==> src/rtl/pswallow_div.sv <==
module pswallow_div #(
  parameter int BASE_W  = 6,
  parameter int OFS_W   = 4,
  parameter int PRE_LOG = 3,
  parameter int N_MIN   = 56,
  parameter int N_MAX   = 66
) (
  input  logic              clk,
  input  logic              rst,
  input  logic [BASE_W-1:0] base,
  input  logic [OFS_W-1:0]  ofs,
  output logic              div_out,
  output logic              range_err
);
  localparam int PRE   = 1 << PRE_LOG;
  localparam int S_W   = PRE_LOG;
  localparam int P_W   = $clog2(N_MAX / PRE + 1);
  localparam int SUM_W = BASE_W + 2;
  localparam int C_W   = PRE_LOG + 1;

  logic [C_W-1:0]          pre_cnt;
  logic [P_W-1:0]          p_cnt;
  logic [S_W-1:0]          s_cnt;
  logic signed [SUM_W-1:0] sum;
  logic signed [SUM_W-1:0] req;
  logic                    too_lo, too_hi, reload, pre_tc;
  logic [SUM_W-1:0]        n_load;
  logic [P_W-1:0]          p_new;
  logic [S_W-1:0]          s_new, s_dec;

  assign sum    = $signed({2'b00, base}) + $signed({{(SUM_W-OFS_W){ofs[OFS_W-1]}}, ofs});
  assign req    = rst ? $signed({2'b00, base}) : sum;
  assign too_lo = req < $signed(SUM_W'(N_MIN));
  assign too_hi = req > $signed(SUM_W'(N_MAX));
  assign n_load = too_lo ? SUM_W'(N_MIN) : too_hi ? SUM_W'(N_MAX) : req;
  assign p_new  = P_W'(n_load >> S_W);
  assign s_new  = n_load[S_W-1:0];
  assign s_dec  = s_cnt - S_W'(s_cnt != '0);

  assign pre_tc = pre_cnt == '0;
  assign reload = rst || (pre_tc && p_cnt == P_W'(1));

  always_ff @(posedge clk) begin
    if (reload) begin
      p_cnt   <= p_new;
      s_cnt   <= s_new;
      pre_cnt <= (s_new != '0) ? C_W'(PRE) : C_W'(PRE - 1);
    end else if (pre_tc) begin
      p_cnt   <= p_cnt - P_W'(1);
      s_cnt   <= s_dec;
      pre_cnt <= (s_dec != '0) ? C_W'(PRE) : C_W'(PRE - 1);
    end else begin
      pre_cnt <= pre_cnt - C_W'(1);
    end
  end

  always_ff @(posedge clk) begin
    div_out <= !rst && reload;
    if (rst)
      range_err <= 1'b0;
    else if (reload && (too_lo || too_hi))
      range_err <= 1'b1;
  end
endmodule

==> config.mk <==
export PLATFORM = sky130hd
export DESIGN_NAME = pswallow_div
export DESIGN_NICKNAME = d
export VERILOG_FILES = /design/src/rtl/pswallow_div.sv
export SDC_FILE = /design/constraint.sdc
export NUM_CORES = 1
export LEC_CHECK = 0
export ABC_AREA = 1
export BUFFER_PORTS_ARGS = -buffer_cell sky130_fd_sc_hd__clkbuf_2
export CAP_MARGIN = 15
export CORE_ASPECT_RATIO = 0.5
export CORE_MARGIN = 1.5
export CORE_UTILIZATION = 25
export DETAILED_ROUTE_END_ITERATION = 16
export GPL_TIMING_DRIVEN = 0
export PLACE_DENSITY = 0.52
export SETUP_SLACK_MARGIN = 0.02
export SLEW_MARGIN = 20
export SYNTH_ARGS = -nofsm -noshare
export SYNTH_HDL_FRONTEND = slang
export SYNTH_SLANG_ARGS = --single-unit
export TNS_END_PERCENT = 1
==> constraint.sdc <==
create_clock -name clk -period 2.3 [get_ports clk]
set_clock_uncertainty 0.2 [all_clocks]
set_input_delay 0 -clock clk [delete_from_list [all_inputs] [get_ports clk]]
set_output_delay 0 -clock clk [all_outputs]
set_load 0.01 [all_outputs]
=== Word-level counts from Yosys, hierarchy flattened ===
Cells that the tools add are included.

* Register bits after elaboration: 13
* Memories kept: 0
* ROM bits: 0
* Latch bits: 0
* Logic and storage cells: 34
* Output and inout port bits: 2
* Bits in writable memories: 0

* Reduce and logical (&&, ||, !) cells: 11
* Divide/modulo/power cells: 0
* Equality and inequality tests: 1
* Multiply operators: 0
* Magnitude comparators: 2
* Shifts and indexed selects: 0
* Muxes and demuxes: 11
* Bitwise gates (word level): 0
* Add/sub/neg operators: 4

{| class="wikitable"
|+ Operators by type and width
! cell !! count
|-
| 2-to-1 mux 4 bit || 6
|-
| 2-to-1 mux 7 bit || 2
|-
| nonzero test 3 bit || 3
|-
| adder 7 x 4 -> 8 bit || 1
|-
| > comparator 8 bit, second input constant || 1
|-
| < comparator 8 x 7 -> 1 bit, second input constant || 1
|-
| 2-to-1 mux 8 bit || 1
|-
| subtractor 4 x 1 -> 4 bit, second input constant || 2
|-
| 2-to-1 mux 3 bit || 2
|-
| == test 4 x 1 -> 1 bit, second input constant || 1
|-
| logical NOT 4 bit || 1
|-
| logical AND 1 bit || 3
|-
| subtractor 3 x 1 -> 3 bit || 1
|-
| logical OR 1 bit || 2
|-
| nonzero test 2 bit || 1
|-
| logical NOT 1 bit || 1
|}

=== Depth between registers and ports, before layout ===
Gate-level depths: netlist of run 1.

* Depth after elaboration: 8
* Mapped depth: 16

=== Worst setup path after synthesis of run 1 ===
OpenSTA, ideal clock, no wires.

* Path kind: in2reg
* Start: in base[0]
* End: reg s_cnt[1] (data pin)
* Path slack: 0.352 ns
* Stages: 13
* Data required time: 1.842 ns
* Arrival: 1.490 ns
* Cell sequence: ha_1 > fa_1 > or2_1 > o21ai_2 > nor2_1 > nor2_1 > nand2_1 > nor2_1 > nand2_1 > nand2_2 > nand3_2 > nand2_2 > a21oi_1

* Longest elaborated chain between the ends: 6

{| class="wikitable"
|+ Ends and longest elaborated chain
! item !! line !! RTL
|-
| from (decl) || 10 || <nowiki>input logic [BASE_W-1:0] base,</nowiki>
|-
| adder 7 x 4 -> 8 bit || 31 || <nowiki>assign sum = $signed({2'b00, base}) + $signed({{(SUM_W-OFS_W){ofs[OFS_W-1]}}, ofs});</nowiki>
|-
| 2-to-1 mux 8 bit (*) || 32 || <nowiki>assign req = rst ? $signed({2'b00, base}) : sum;</nowiki>
|-
| > comparator 8 bit || 34 || <nowiki>assign too_hi = req > $signed(SUM_W'(N_MAX));</nowiki>
|-
| 2-to-1 mux 7 bit || 35 || <nowiki>assign n_load = too_lo ? SUM_W'(N_MIN) : too_hi ? SUM_W'(N_MAX) : req;</nowiki>
|-
| 2-to-1 mux 7 bit (*) || 35 ||
|-
| 2-to-1 mux 3 bit (*) || 44 || <nowiki>if (reload) begin</nowiki>
|-
| to (signal assigned) || 46 || <nowiki>s_cnt <= s_new;</nowiki>
|-
| to (decl) || 23 || <nowiki>logic [S_W-1:0] s_cnt;</nowiki>
|}

Every way passes the cells marked *; elsewhere a longest branch is shown, timed or not.
A chain may end at the register's enable or synchronous reset.

=== Final worst setup path of run 1 ===
* Start: reg pre_cnt[0]
* End: reg p_cnt[2] (data pin)

* Longest elaborated chain between the ends: 4

{| class="wikitable"
|+ Ends and longest elaborated chain
! item !! line !! RTL
|-
| from (decl) || 21 || <nowiki>logic [C_W-1:0] pre_cnt;</nowiki>
|-
| from (signal assigned) || 47 || <nowiki>pre_cnt <= (s_new != '0) ? C_W'(PRE) : C_W'(PRE - 1);</nowiki>
|-
| from (signal assigned) || 51 || <nowiki>pre_cnt <= (s_dec != '0) ? C_W'(PRE) : C_W'(PRE - 1);</nowiki>
|-
| from (signal assigned) || 53 || <nowiki>pre_cnt <= pre_cnt - C_W'(1);</nowiki>
|-
| logical NOT 4 bit || 40 || <nowiki>assign pre_tc = pre_cnt == '0;</nowiki>
|-
| logical AND 1 bit || 41 || <nowiki>assign reload = rst || (pre_tc && p_cnt == P_W'(1));</nowiki>
|-
| logical OR 1 bit || 41 ||
|-
| 2-to-1 mux 4 bit || 44 ||
|-
| to (signal assigned) || 45 || <nowiki>p_cnt <= p_new;</nowiki>
|-
| to (signal assigned) || 49 || <nowiki>p_cnt <= p_cnt - P_W'(1);</nowiki>
|-
| to (decl) || 22 || <nowiki>logic [P_W-1:0] p_cnt;</nowiki>
|}

Every way passes these cells.

==> results of run 1 <==
-- worst min path at each step --
stage | to | cells past startpoint | slack, ns
after global routing | pre_cnt[2] | 6 | 0.14
after global placement | range_err | 2 | 0.01
after CTS | pre_cnt[2] | 6 | 0.09
final | pre_cnt[2] | 6 | 0.09
after detailed placement | range_err | 2 | 0.02
after floorplan | div_out | 2 | -0.007
-- placed cells by master (no fill, tap or decap) --
cell type,n
sky130_fd_sc_hd__a21boi_0,1
sky130_fd_sc_hd__a21oi_1,8
sky130_fd_sc_hd__buf_2,1
sky130_fd_sc_hd__buf_6,2
sky130_fd_sc_hd__clkbuf_1,1
sky130_fd_sc_hd__clkbuf_2,12
sky130_fd_sc_hd__clkbuf_8,3
sky130_fd_sc_hd__dfxtp_1,6
sky130_fd_sc_hd__dlygate4sd3_1,1
sky130_fd_sc_hd__edfxtp_1,7
sky130_fd_sc_hd__fa_1,1
sky130_fd_sc_hd__ha_1,12
sky130_fd_sc_hd__inv_1,27
sky130_fd_sc_hd__inv_2,1
sky130_fd_sc_hd__mux2i_1,1
sky130_fd_sc_hd__nand2_1,42
sky130_fd_sc_hd__nand2_2,2
sky130_fd_sc_hd__nand3_1,19
sky130_fd_sc_hd__nand3_2,3
sky130_fd_sc_hd__nand3b_1,1
sky130_fd_sc_hd__nand4_1,4
sky130_fd_sc_hd__nor2_1,16
sky130_fd_sc_hd__nor2_2,1
sky130_fd_sc_hd__nor3_1,2
sky130_fd_sc_hd__o21ai_0,10
sky130_fd_sc_hd__o21ai_1,1
sky130_fd_sc_hd__o21ai_2,1
sky130_fd_sc_hd__or2_0,1
sky130_fd_sc_hd__or2_1,1
sky130_fd_sc_hd__xnor2_1,2
sky130_fd_sc_hd__xor2_1,1
-- flip-flops by register name, summed over array words and instances, names as in the netlist --
signal,cells
div_out,1
s_cnt,3
p_cnt,4
range_err,1
pre_cnt,4
-- layer usage --
layer	share of wire (%)	global-route usage, %	up-vias
met2	43	16.3	13
met3	1.3	0.941	4
met5	0	0	-
met1	54	13.6	487
li1	-	-	599
met4	1.7	4.46	0
-- kinds of logic after synthesis --
family                   count (synthesis)  synth area share (%)
XOR/XNOR                                 3                  2.19
buffers and inverters                   31                  11.1
AO/OA/AOI/OAI                           21                  9.30
flip-flops                              13                  27.6
AND/OR/NAND/NOR                         92                  34.8
multiplexers                             1                 0.836
adder cells (fa/ha/maj)                 13                  14.2
-- power breakdown --
part,switching [µW],internal (µW)
registers,25.6,304
logic,193,128
clock network,77.6,122
total,296,553
-- repair_timing --
| item | in CTS | in global routing |
|---|---|---|
| endpoints found under the hold margin | 2 | 0 |
| hold buffers | 1 | 0 |
| buffers inserted | 0 | 0 |
-- synth_stat cells (all sizes together) --
cell type  number
nand2          44
a21boi          1
edfxtp          7
nand4           4
ha             12
nor2           17
or2             2
inv            28
fa              1
nand3b          1
nor3            2
nand3          22
dfxtp           6
xnor2           2
a21oi           8
xor2            1
mux2i           1
o21ai          12
buf             3
-- metrics by stage --
step / hold WS, ns / worst slack (ns) / std cells / utilization, % / area [µm²]
3_5_place_dp: 0.0211 / 0.0750 / 252 / 29.7 / 1340
6_report: 0.0878 / 0.274 / 257 / 30.9 / 1400
2_1_floorplan: -0.00702 / 0.352 / 174 / - / 1200
3_3_place_gp: 0.0126 / 0.100 / 252 / 29.7 / 1340
5_1_grt: 0.141 / 0.0834 / 257 / 30.9 / 1400
4_1_cts: 0.0873 / 0.265 / 257 / 30.9 / 1400
-- area by class of cell --
| cell class | instances | share of cell area (%) |
|---|---|---|
| Sequential cell | 13 | 23.7 |
| Buffer | 3 | 1.97 |
| Timing Repair Buffer | 13 | 5.02 |
| Inverter | 28 | 7.53 |
| Tap cell | 66 | 5.92 |
| Multi-Input combinational cell | 130 | 52.6 |
| Clock buffer | 4 | 3.23 |
-- critical path, stage by stage (launching register included) --
cell,delay (ns)
sky130_fd_sc_hd__dfxtp_1,0.29
sky130_fd_sc_hd__inv_1,0.09
sky130_fd_sc_hd__ha_1,0.18
sky130_fd_sc_hd__inv_1,0.05
sky130_fd_sc_hd__nor3_1,0.31
sky130_fd_sc_hd__nand3_1,0.16
sky130_fd_sc_hd__nand2_1,0.17
sky130_fd_sc_hd__buf_2,0.22
sky130_fd_sc_hd__o21ai_0,0.11
==> impl.org, run 1 <==
** Critical path
- STA classifies the critical path startpoint as a flip-flop.
- In this run the critical register-to-register path is captured at p_cnt[2].
- First element of the critical path :: pre_cnt[0]
- The worst setup path is captured at a flip-flop.
- The critical path is of the reg2reg type.
- For the worst setup path, the data arrival time is 1.81 ns.
- Highest net fanout along the worst path :: 10
- In this run the critical register-to-register path is launched from pre_cnt[0].
- For the worst flop-to-flop path, the logic depth is 8.
- The critical path ends at p_cnt[2].
- For the worst setup path, the data required time is 2.09 ns.
- R2R setup slack :: 0.27 ns

** Power
- Pwr/cell area :: 609 mW/mm²
- IR Drop Worst-Case VDD :: 0.000179 V
- Power comes to 850 µW.
- Leakage dissipation :: 0.000713 µW

** Floorplan
- Std-Cell Rows :: 17
- In this run the vertical extent of the chip is 51.9 µm.
- The die covers 0.00524 mm².
- Die width :: 101 µm
- Initial Util :: 26.6%
- Top Ports :: 14
- The core region is 0.00451 mm².

** Place
- At the end of routability-driven placement, the weighted congestion stood at 0.823.
- The HPWL after detailed placement is 2.01 mm.
- I/O Buffers :: 12

** Final layout
- The net count of the finished layout is 217.
- Multi-input logic area :: 734 µm²
- Filler instances :: 517
- 0 antenna diodes ended up in the layout.
- Across the whole layout, storage elements account for 330 µm².
- Cells with a size suffix above 1 make up 13.6% of the layout.
- Relative to the synthesized area, the layout overhead comes to 16.5%.

** Yosys
- Total nets after synthesis :: 199
- Each instance of the synthesized netlist takes up on average 6.88 µm².
- Sorting the synthesized cells by area gives the leading types as sky130_fd_sc_hd__edfxtp_1 (18%), sky130_fd_sc_hd__nand2_1 (13%), sky130_fd_sc_hd__ha_1 (13%).
- Post-synth design cell area :: 0.00120 mm²
- For this run, the number of Yosys warnings is 0.
- Synth cell types :: 27
- Count of mapped cells out of synthesis :: 174
- Of the synthesized area, sequential elements account for 27.6%.
- Post-synth top area share :: 17.6%
- FF+latch count, synth :: 13
- Cell type contributing the most total cell area after synthesis :: sky130_fd_sc_hd__edfxtp_1

** Clock tree
- Clock-pin slew on the worst setup and hold paths :: 0.05 ns
- The clock drives 13 sinks.
- H-tree Lvls :: 1
- The longest clock path from root to sink contains 2 buffers.
- Cts repair resizes :: 0
- Root buffer selected by CTS :: sky130_fd_sc_hd__clkbuf_8
- Counting the buffers created by CTS gives 3.
- The clock reaches the later pin of the worst-skew pair after 0.24 ns.
- TritonCTS built the clock tree.

** Timing
- Static timing analysis puts the maximum clock frequency at 493 MHz.
- RSZ-0062 raised after global routing :: false
- Max-Slew Margin vs Limit :: 74.3%
- The final hold violation count is 0.
- Final worst path period need :: 2.03 ns
- In the finished design, the share of the clock period the worst path needs comes to 88.1%.
- Setup violation total in the final timing report :: 0
- At the pin with the least slew margin, the transition time is 0.383 ns.
- Final Max Slew Viols :: 0
- Aggregate negative setup slack :: 0 ns

** GRT
- Entering global routing, the biggest net connects 11 pins.
- Antenna violations before repair :: 0
- Global routing used 10.0% of the available tracks.
- The number of global-route vias before repair is 952.
- Total gr overflow :: 0
- Global-route wire length before repair :: 4.19 mm

** Drt
- Post-detailed-routing wire length :: 2.41 mm
- Dividing the detail-routed wire length by the instance count gives 9.39 µm.
- In the routed design, unresolved DRC markers number 0.
- In this run the remaining antenna-violating nets after routing total 0.
- Detailed-route vias per instance :: 4.29
- The final route contains 1103 vias.
- Pre-antenna DRT Iters :: 5
- In this run, the number of DRC markers left after iteration 0 of detailed routing was 96.

** Run status
- The flow ran to the end, and the final reports show no timing, DRC or antenna violations.

** Worst hold path
- Type of the worst min-delay path :: in2reg
- The startpoint identified for the worst hold timing path is base[1].

** Run
- Across the run, the number of max-cap violations was 0.
Power figures use the tool's default switching activity.
==> run 2, diff against run 1 <==
--- a/config.mk
+++ b/config.mk
@@ -13,7 +13,7 @@
 export CORE_UTILIZATION = 25
 export DETAILED_ROUTE_END_ITERATION = 16
 export GPL_TIMING_DRIVEN = 0
-export PLACE_DENSITY = 0.52
+export PLACE_DENSITY = 0.53
 export SETUP_SLACK_MARGIN = 0.02
 export SLEW_MARGIN = 20
 export SYNTH_ARGS = -nofsm -noshare
==> impl.org, run 2 (synthesized netlist as in run 1, its figures left out) <==
** Run status
- Result of the run :: finished clean

** Drt
- The first-pass iteration count of the detailed router is 4 (-1).
- Remaining routing DRC violations :: 0 (unchanged)
- The number of nets still failing antenna checks after routing is 0 (unchanged).
- Routed wire per std cell :: 9.64 µm (+2.7%)
- Post-detailed-routing wire length :: 2.48 mm (+2.7%)
- Initial DRC Count :: 65 (-32%)
- The number of vias after detailed routing is 1125 (+2.0%).
- Detailed-route vias per instance :: 4.38 (+2.0%)

** Worst hold path
- Worst Hold End :: pre_cnt[2]
- Instance count along the most critical hold path :: 6 (unchanged)
- Type of the worst min-delay path :: in2reg
- The startpoint identified for the worst hold timing path is base[1].

** Final layout
- Final std cells w/o fill :: 257 (unchanged)
- Most frequent standard cell in the layout excluding fill and tap cells :: sky130_fd_sc_hd__nand2_1
- The area growth from synthesis to layout was 16.5% (unchanged).
- Number of nets in the layout :: 217 (unchanged)
- The top cell types in the final layout, fill and taps aside, are sky130_fd_sc_hd__nand2_1 (42), sky130_fd_sc_hd__inv_1 (27), sky130_fd_sc_hd__nand3_1 (19), sky130_fd_sc_hd__nor2_1 (16).
- Share of layout cells above drive strength 1 :: 13.6% (unchanged)
- Largest registers :: p_cnt: 4 flops, pre_cnt: 4 flops, s_cnt: 3 flops
- The number of filler instances in the final layout was 514 (-0.58%).
- The number of antenna repair diodes came to 0 (unchanged).

** Power
- IR Drop Worst-Case VDD :: 0.000157 V (-13%)
- The power density of the placed cells came to 612 mW/mm² (+0.52%).
- The part of the total power dissipated in combinational logic was 37.7% (about the same).
- The internal cell power was 553 µW (about the same).
- The switching part of the total was 35.2% (+0.34 points).
- Clock Power Share :: 23.7% (+0.2 points)
- Total net switching power :: 301 µW (+1.5%)
- Proportion of power drawn by flip-flops and latches :: 38.6% (about the same)
- The leakage power of the design was 0.000713 µW (unchanged).

** Critical path
- The required time of the worst setup path came to 2.08 ns (about the same).
- FF-to-FF End :: p_cnt[2]
- The longest individual stage delay on the worst path is 0.31 ns (about the same).
- The number of buffer and inverter stages on the critical path came to 3 (unchanged).
- The largest fanout of any net on the critical path was 10 (unchanged).
- Cells along the critical path :: inv_1, ha_1, inv_1, nor3_1, nand3_1, nand2_1, buf_2, o21ai_0
- Launching element type of the critical path :: flip-flop
- The largest individual stage delay along the critical path comes from the cell sky130_fd_sc_hd__nor3_1.
- The logic depth of the worst path, buffers included was 8 (unchanged).
- Family of cells with the greatest summed delay on the critical path :: simple AND/OR/NAND/NOR gates
- Crit. End Element :: flip-flop
- The most numerous cell type found on the critical path is sky130_fd_sc_hd__inv_1.
- The worst setup slack for register-to-register paths came to 0.27 ns (about the same).
- The cell count of the worst reg-to-reg path is 8 (unchanged).
- In this run the critical register-to-register path is launched from pre_cnt[0].
- The critical path is of the reg2reg type.
- The critical path arrival came to 1.81 ns (about the same).

** Timing
- Maximum clock frequency :: 492 MHz (-0.28%)
- The smallest setup slack after layout is 0.268 ns (-0.00575 ns).
- The time the final worst path needs with I/O delays and setup was 2.03 ns (+0.00575 ns).
- The tightest slew margin relative to the limit came to 74.2% (about the same).
- Setup repair after global routing left no endpoint under its margin.
- The final hold violation count came to 0 (unchanged).
- The count of endpoints failing setup in the final report was 0 (unchanged).
- Portion of the clock cycle consumed by the worst path in the final layout :: 88.4% (+0.25 points)
- The final-layout setup total negative slack was 0 ns (unchanged).
- The transition time at the pin with the least slew margin is 0.384 ns (+0.000666 ns).
- Worst hold margin :: 0.0905 ns (+0.00264 ns)
- Final Max Slew Viols :: 0 (unchanged)

** GRT
- The total congestion overflow after global routing was 0 (unchanged).
- The global-route wire length before repair came to 4.12 mm (-1.6%).
- Antenna violations before repair :: 0 (unchanged)
- The aggregate global-route resource usage is 9.75% (-0.29 points).
- Pin count of the biggest net entering global routing :: 11 (unchanged)
- Number of global-route vias before repair :: 963 (+1.2%)

** Place
- Pre-CTS setup slack :: 0.0781 ns (+0.00309 ns)
- I/O Buffers :: 12 (unchanged)
- The HPWL after detailed placement is 2.08 mm (+3.3%).
- Cell total after placement :: 252 (unchanged)
- The final estimated routing congestion in global placement is 0.798 (-3.1%).

** Floorplan
- Die Area :: 0.00524 mm² (unchanged)
- Top Ports :: 14 (unchanged)
- The initial core utilization is 26.6% (unchanged).
- Placeable core region :: 0.00451 mm² (unchanged)
- Die width :: 101 µm (unchanged)
- Overall die height :: 51.9 µm (unchanged)
- Std-Cell Rows :: 17 (unchanged)

** Clock tree
- CTS buffer count :: 3 (unchanged)
- Max Buffers Root-to-Sink :: 2 (unchanged)
- Post-CTS setup buffer count :: 0 (unchanged)
- Clock network latency to the later pin of the worst-skew pair :: 0.24 ns (about the same)
- TritonCTS clock tree :: yes
- Clock-pin slew on the worst setup and hold paths :: 0.06 ns (about the same)
- The tree is rooted in a sky130_fd_sc_hd__clkbuf_8.
- H-tree Lvls :: 1 (unchanged)
- The hold-fix buffer count after cts is 1 (unchanged).
- Clock tree sinks :: 13 (unchanged)
- The count of instances resized after the clock tree is built is 0 (unchanged).

** Run
- The number of maximum-capacitance violations came to 0 (unchanged).
==> run 2: cell counts in the layout (fill, tap and decap cells not counted) <==
No cell type changed its count.
==> run 2: how the worst max path moves through the flow <==
stage,from,end,slack (ns)
2_1_floorplan,base[0],s_cnt[1],0.35
3_3_place_gp,base[0],pre_cnt[3],0.10
3_5_place_dp,base[0],s_cnt[2],0.08
4_1_cts,pre_cnt[0],p_cnt[3],0.26
5_1_grt,base[0],s_cnt[2],0.1
6_report,pre_cnt[0],p_cnt[2],0.27
==> run 2: power groups by stage <==
stage | logic, µW | registers, µW | clock network [µW]
2_1_floorplan | 247 | 329 | 0
3_3_place_gp | 313 | 333 | 0
3_5_place_dp | 321 | 336 | 0
4_1_cts | 325 | 331 | 204
5_1_grt | 373 | 337 | 216
6_report | 322 | 330 | 202
==> run 2: worst reg2reg max path: stages (launching register included) <==
cell and delay (ns):
sky130_fd_sc_hd__dfxtp_1 0.29, sky130_fd_sc_hd__inv_1 0.09, sky130_fd_sc_hd__ha_1 0.16, sky130_fd_sc_hd__inv_1 0.05, sky130_fd_sc_hd__nor3_1 0.31, sky130_fd_sc_hd__nand3_1 0.16
sky130_fd_sc_hd__nand2_1 0.17, sky130_fd_sc_hd__buf_2 0.23, sky130_fd_sc_hd__o21ai_0 0.11
==> run 2: metal layers <==
metal / GRT usage [%] / up-vias / part of all wire (%)
li1: - / 603 / -
met1: 12.9 / 513 / 52
met2: 17.6 / 7 / 46
met3: 0.403 / 2 / 0.81
met4: 2.82 / 0 / 0.93
met5: 0 / - / 0
==> run 2: metrics by stage <==
stage,utilization [%],power (µW),cell area (µm²)
floorplan,-,577,1200
global placement,29.7,646,1340
detailed placement,29.7,656,1340
CTS,30.9,860,1400
global route,30.9,926,1400
finish,30.9,854,1400
==> run 2: layout make-up <==
class,instances,area (µm²),area share [%]
tap,66,82.6,5.92
sequential,13,330,23.7
buffer,3,27.5,1.97
inverter,28,105,7.53
clock buffer,4,45.0,3.23
timing repair buffer,13,70.1,5.02
multi-input combinational,130,734,52.6
==> run 3, diff against run 2 <==
--- a/config.mk
+++ b/config.mk
@@ -8,12 +8,14 @@
 export ABC_AREA = 1
 export BUFFER_PORTS_ARGS = -buffer_cell sky130_fd_sc_hd__clkbuf_2
 export CAP_MARGIN = 15
+export CELL_PAD_IN_SITES_DETAIL_PLACEMENT = 0
+export CELL_PAD_IN_SITES_GLOBAL_PLACEMENT = 1
 export CORE_ASPECT_RATIO = 0.5
 export CORE_MARGIN = 1.5
 export CORE_UTILIZATION = 25
 export DETAILED_ROUTE_END_ITERATION = 16
 export GPL_TIMING_DRIVEN = 0
-export PLACE_DENSITY = 0.53
+export PLACE_DENSITY = 0.64
 export SETUP_SLACK_MARGIN = 0.02
 export SLEW_MARGIN = 20
 export SYNTH_ARGS = -nofsm -noshare
==> impl.org, run 3 (synthesized netlist as in run 1, its figures left out) <==
** Run status
- The run finished with clean final reports.

** Timing
- The tightest slew margin relative to the limit came to 74.9% (+0.64 points).
- Aggregate negative setup slack :: 0 ns (unchanged)
- The number of pins with negative max-slew slack in the final report was 0 (unchanged).
- The timing-limited maximum frequency came to 493 MHz (about the same).
- Setup repair after global routing left no endpoint under its margin.
- The smallest setup slack after layout is 0.270 ns (+0.00200 ns).
- The final hold violation count is 0 (unchanged).
- The transition time at the pin with the least slew margin is 0.374 ns (-0.00951 ns).
- The final critical-path share of the clock period came to 88.3% (about the same).
- The time the final worst path needs with I/O delays and setup is 2.03 ns (-0.00200 ns).
- Setup violation total in the final timing report :: 0 (unchanged)

** Critical path
- R2R cell count :: 8 (unchanged)
- The critical path starts at pre_cnt[0].
- Data arrival time of the critical path :: 1.82 ns (about the same)
- Critical path depth in cells :: 8 (unchanged)
- Crit path to :: p_cnt[2]
- The largest fanout of any net on the critical path is 10 (unchanged).
- FF-to-FF End :: p_cnt[2]
- STA classifies the critical path startpoint as a flip-flop.
- For this design, the slowest cell found on the critical path is sky130_fd_sc_hd__nor3_1.
- The cell family contributing the most delay on the critical path is simple AND/OR/NAND/NOR gates.
- R2R setup slack :: 0.27 ns (about the same)
- The most numerous cell type found on the critical path is sky130_fd_sc_hd__inv_1.
- The critical path in this run is classified as reg2reg.
- Required time of the critical path :: 2.09 ns (about the same)
- Traced cell by cell, the critical path runs through inv_1, ha_1, inv_1, nor3_1, nand3_1, nand2_1, buf_2, o21ai_0.
- Buffering stage count on the worst path with inverters included :: 3 (unchanged)
- CP max stage delay :: 0.30 ns (about the same)
- Launching point of the worst reg2reg path :: pre_cnt[0]
- The worst setup path is captured at a flip-flop.

** GRT
- Number of global-route vias before repair :: 1029 (+6.9%)
- Global-route wire length before repair :: 4.33 mm (+5.2%)
- The total congestion overflow after global routing is 0 (unchanged).
- Global-route usage over all layers :: 10.6% (+0.87 points)
- Pin count of the biggest net entering global routing :: 11 (unchanged)
- Antenna violations before repair :: 0 (unchanged)

** Clock tree
- Clock tree sinks :: 13 (unchanged)
- The H-tree level count came to 1 (unchanged).
- CTS placed an instance of sky130_fd_sc_hd__clkbuf_8 at the clock tree root.
- TritonCTS clock tree :: yes
- Cts repair resizes :: 0 (unchanged)
- The buffer count from post-CTS setup fixing came to 0 (unchanged).
- CTS buffer count :: 3 (unchanged)
- The clock-pin slew reported for the worst setup and hold paths after clock tree synthesis came to 0.06 ns (about the same).
- Clock network latency to the later pin of the worst-skew pair :: 0.24 ns (about the same)
- Max Buffers Root-to-Sink :: 2 (unchanged)

** Power
- The net switching component of the power came to 299 µW (-0.58%).
- Pwr/cell area :: 611 mW/mm² (-0.29%)
- Relative contribution of combinational cells to total power :: 37.0% (-0.7 points)
- Leakage dissipation :: 0.000713 µW (unchanged)
- Net switching share of the total power :: 35.1% (-0.10 points)
- Internal power of the cells :: 553 µW (-0.14%)
- The clock group share of total power is 24.2% (+0.5 points).
- The maximum VDD drop came to 0.000129 V (-18%).
- Proportion of power drawn by flip-flops and latches :: 38.7% (about the same)

** Final layout
- Most frequent standard cell in the layout excluding fill and tap cells :: sky130_fd_sc_hd__nand2_1
- The final net count was 217 (unchanged).
- Layout Utilization :: 30.9% (unchanged)
- The share of layout cells above drive strength 1 was 13.6% (unchanged).
- The final non-filler cell total came to 257 (unchanged).
- The number of antenna repair diodes was 0 (unchanged).
- The post-route standard cell area excluding fillers is 0.00140 mm² (unchanged).
- The largest registers in the layout are p_cnt: 4 flops, pre_cnt: 4 flops, s_cnt: 3 flops.
- Leaving out fill and tap cells, the most frequent cells in the layout are sky130_fd_sc_hd__nand2_1 (42), sky130_fd_sc_hd__inv_1 (27), sky130_fd_sc_hd__nand3_1 (19), sky130_fd_sc_hd__nor2_1 (16).
- The area growth from synthesis to layout is 16.5% (unchanged).

** Floorplan
- Die Area :: 0.00524 mm² (unchanged)
- The top-level I/O count was 14 (unchanged).
- The die extent in x was 101 µm (unchanged).
- Std-Cell Rows :: 17 (unchanged)
- The vertical die dimension is 51.9 µm (unchanged).
- The standard cell core area came to 0.00451 mm² (unchanged).
- The initial core utilization is 26.6% (unchanged).

** Place
- The number of buffers inserted by port buffering is 12 (unchanged).
- Area post-placement :: 0.00134 mm² (unchanged)
- The post-placement setup slack came to 0.0584 ns (-0.0197 ns).
- RD Place Congestion :: 0.729 (-8.6%)
- The HPWL after detailed placement was 2.07 mm (-0.21%).
- The number of instances in the placed design came to 252 (unchanged).

** Drt
- Remaining antenna violation count after routing :: 0 (unchanged)
- Pre-antenna DRT Iters :: 4 (unchanged)
- Initial DRC Count :: 41 (-37%)
- The number of vias after detailed routing came to 1093 (-2.8%).
- Post-detailed-routing wire length :: 2.45 mm (-1.1%)
- The mean routed wirelength per cell is 9.54 µm (-1.1%).
- The post-detailed-route DRC marker count came to 0 (unchanged).
- The detail-routed via count per cell is 4.25 (-2.8%).

** Worst hold path
- Type of the worst min-delay path :: in2reg

** Run
- The number of maximum-capacitance violations came to 0 (unchanged).
## run 3: worst reg2reg max path: cells and delay by family (launching register included)
family	cells	cell delay, ns
buffers and inverters	3	0.35
DFF	1	0.29
and+or+nand+nor	3	0.67
AOI/OAI and AO/OA	1	0.11
adders and majority gates	1	0.16
## run 3: worst min-delay path by stage
stage / from / to / slack, ns / depth (start not counted)
2_1_floorplan: rst / div_out / -0.007 / 2
3_3_place_gp: rst / range_err / 0.02 / 2
3_5_place_dp: rst / range_err / 0.02 / 2
4_1_cts: base[1] / pre_cnt[1] / 0.10 / 6
5_1_grt: base[1] / pre_cnt[2] / 0.15 / 6
6_report: base[1] / pre_cnt[1] / 0.09 / 6
## run 3: area by class of cell
type	instances	area (µm²)
Multi-Input combinational cell	130	734
Timing Repair Buffer	13	70.1
Tap cell	66	82.6
Fill cell	509	3110
Inverter	28	105
Clock buffer	4	45.0
Buffer	3	27.5
Sequential cell	13	330
## run 3: power by group through the flow
stage	combinational, µW	sequential [µW]	clock, µW
final	315	330	206
after floorplan	247	329	0
after CTS	323	330	211
after global placement	316	333	0
after detailed placement	319	334	0
after global routing	371	336	221
## run 3: metal layers
| layer | track usage (%) | vias up | part of all wire [%] |
|---|---|---|---|
| met5 | 0 | - | 0 |
| met4 | 5.63 | 0 | 2.2 |
| met3 | 1.34 | 5 | 0.98 |
| met2 | 17.6 | 6 | 44 |
| met1 | 13.7 | 483 | 53 |
| li1 | - | 599 | - |
## run 3: through the flow
| step | hold WS, ns | power [µW] |
|---|---|---|
| after floorplan | -0.00702 | 577 |
| after global placement | 0.0178 | 649 |
| after detailed placement | 0.0236 | 653 |
| after CTS | 0.101 | 864 |
| after global routing | 0.147 | 928 |
| final | 0.0902 | 852 |
## run 3: timing repair
| item | CTS | global route |
|---|---|---|
| hold buffers | 1 | 0 |
| endpoints found under the hold margin | 2 | 0 |
| endpoints found under the setup margin | 0 | 0 |
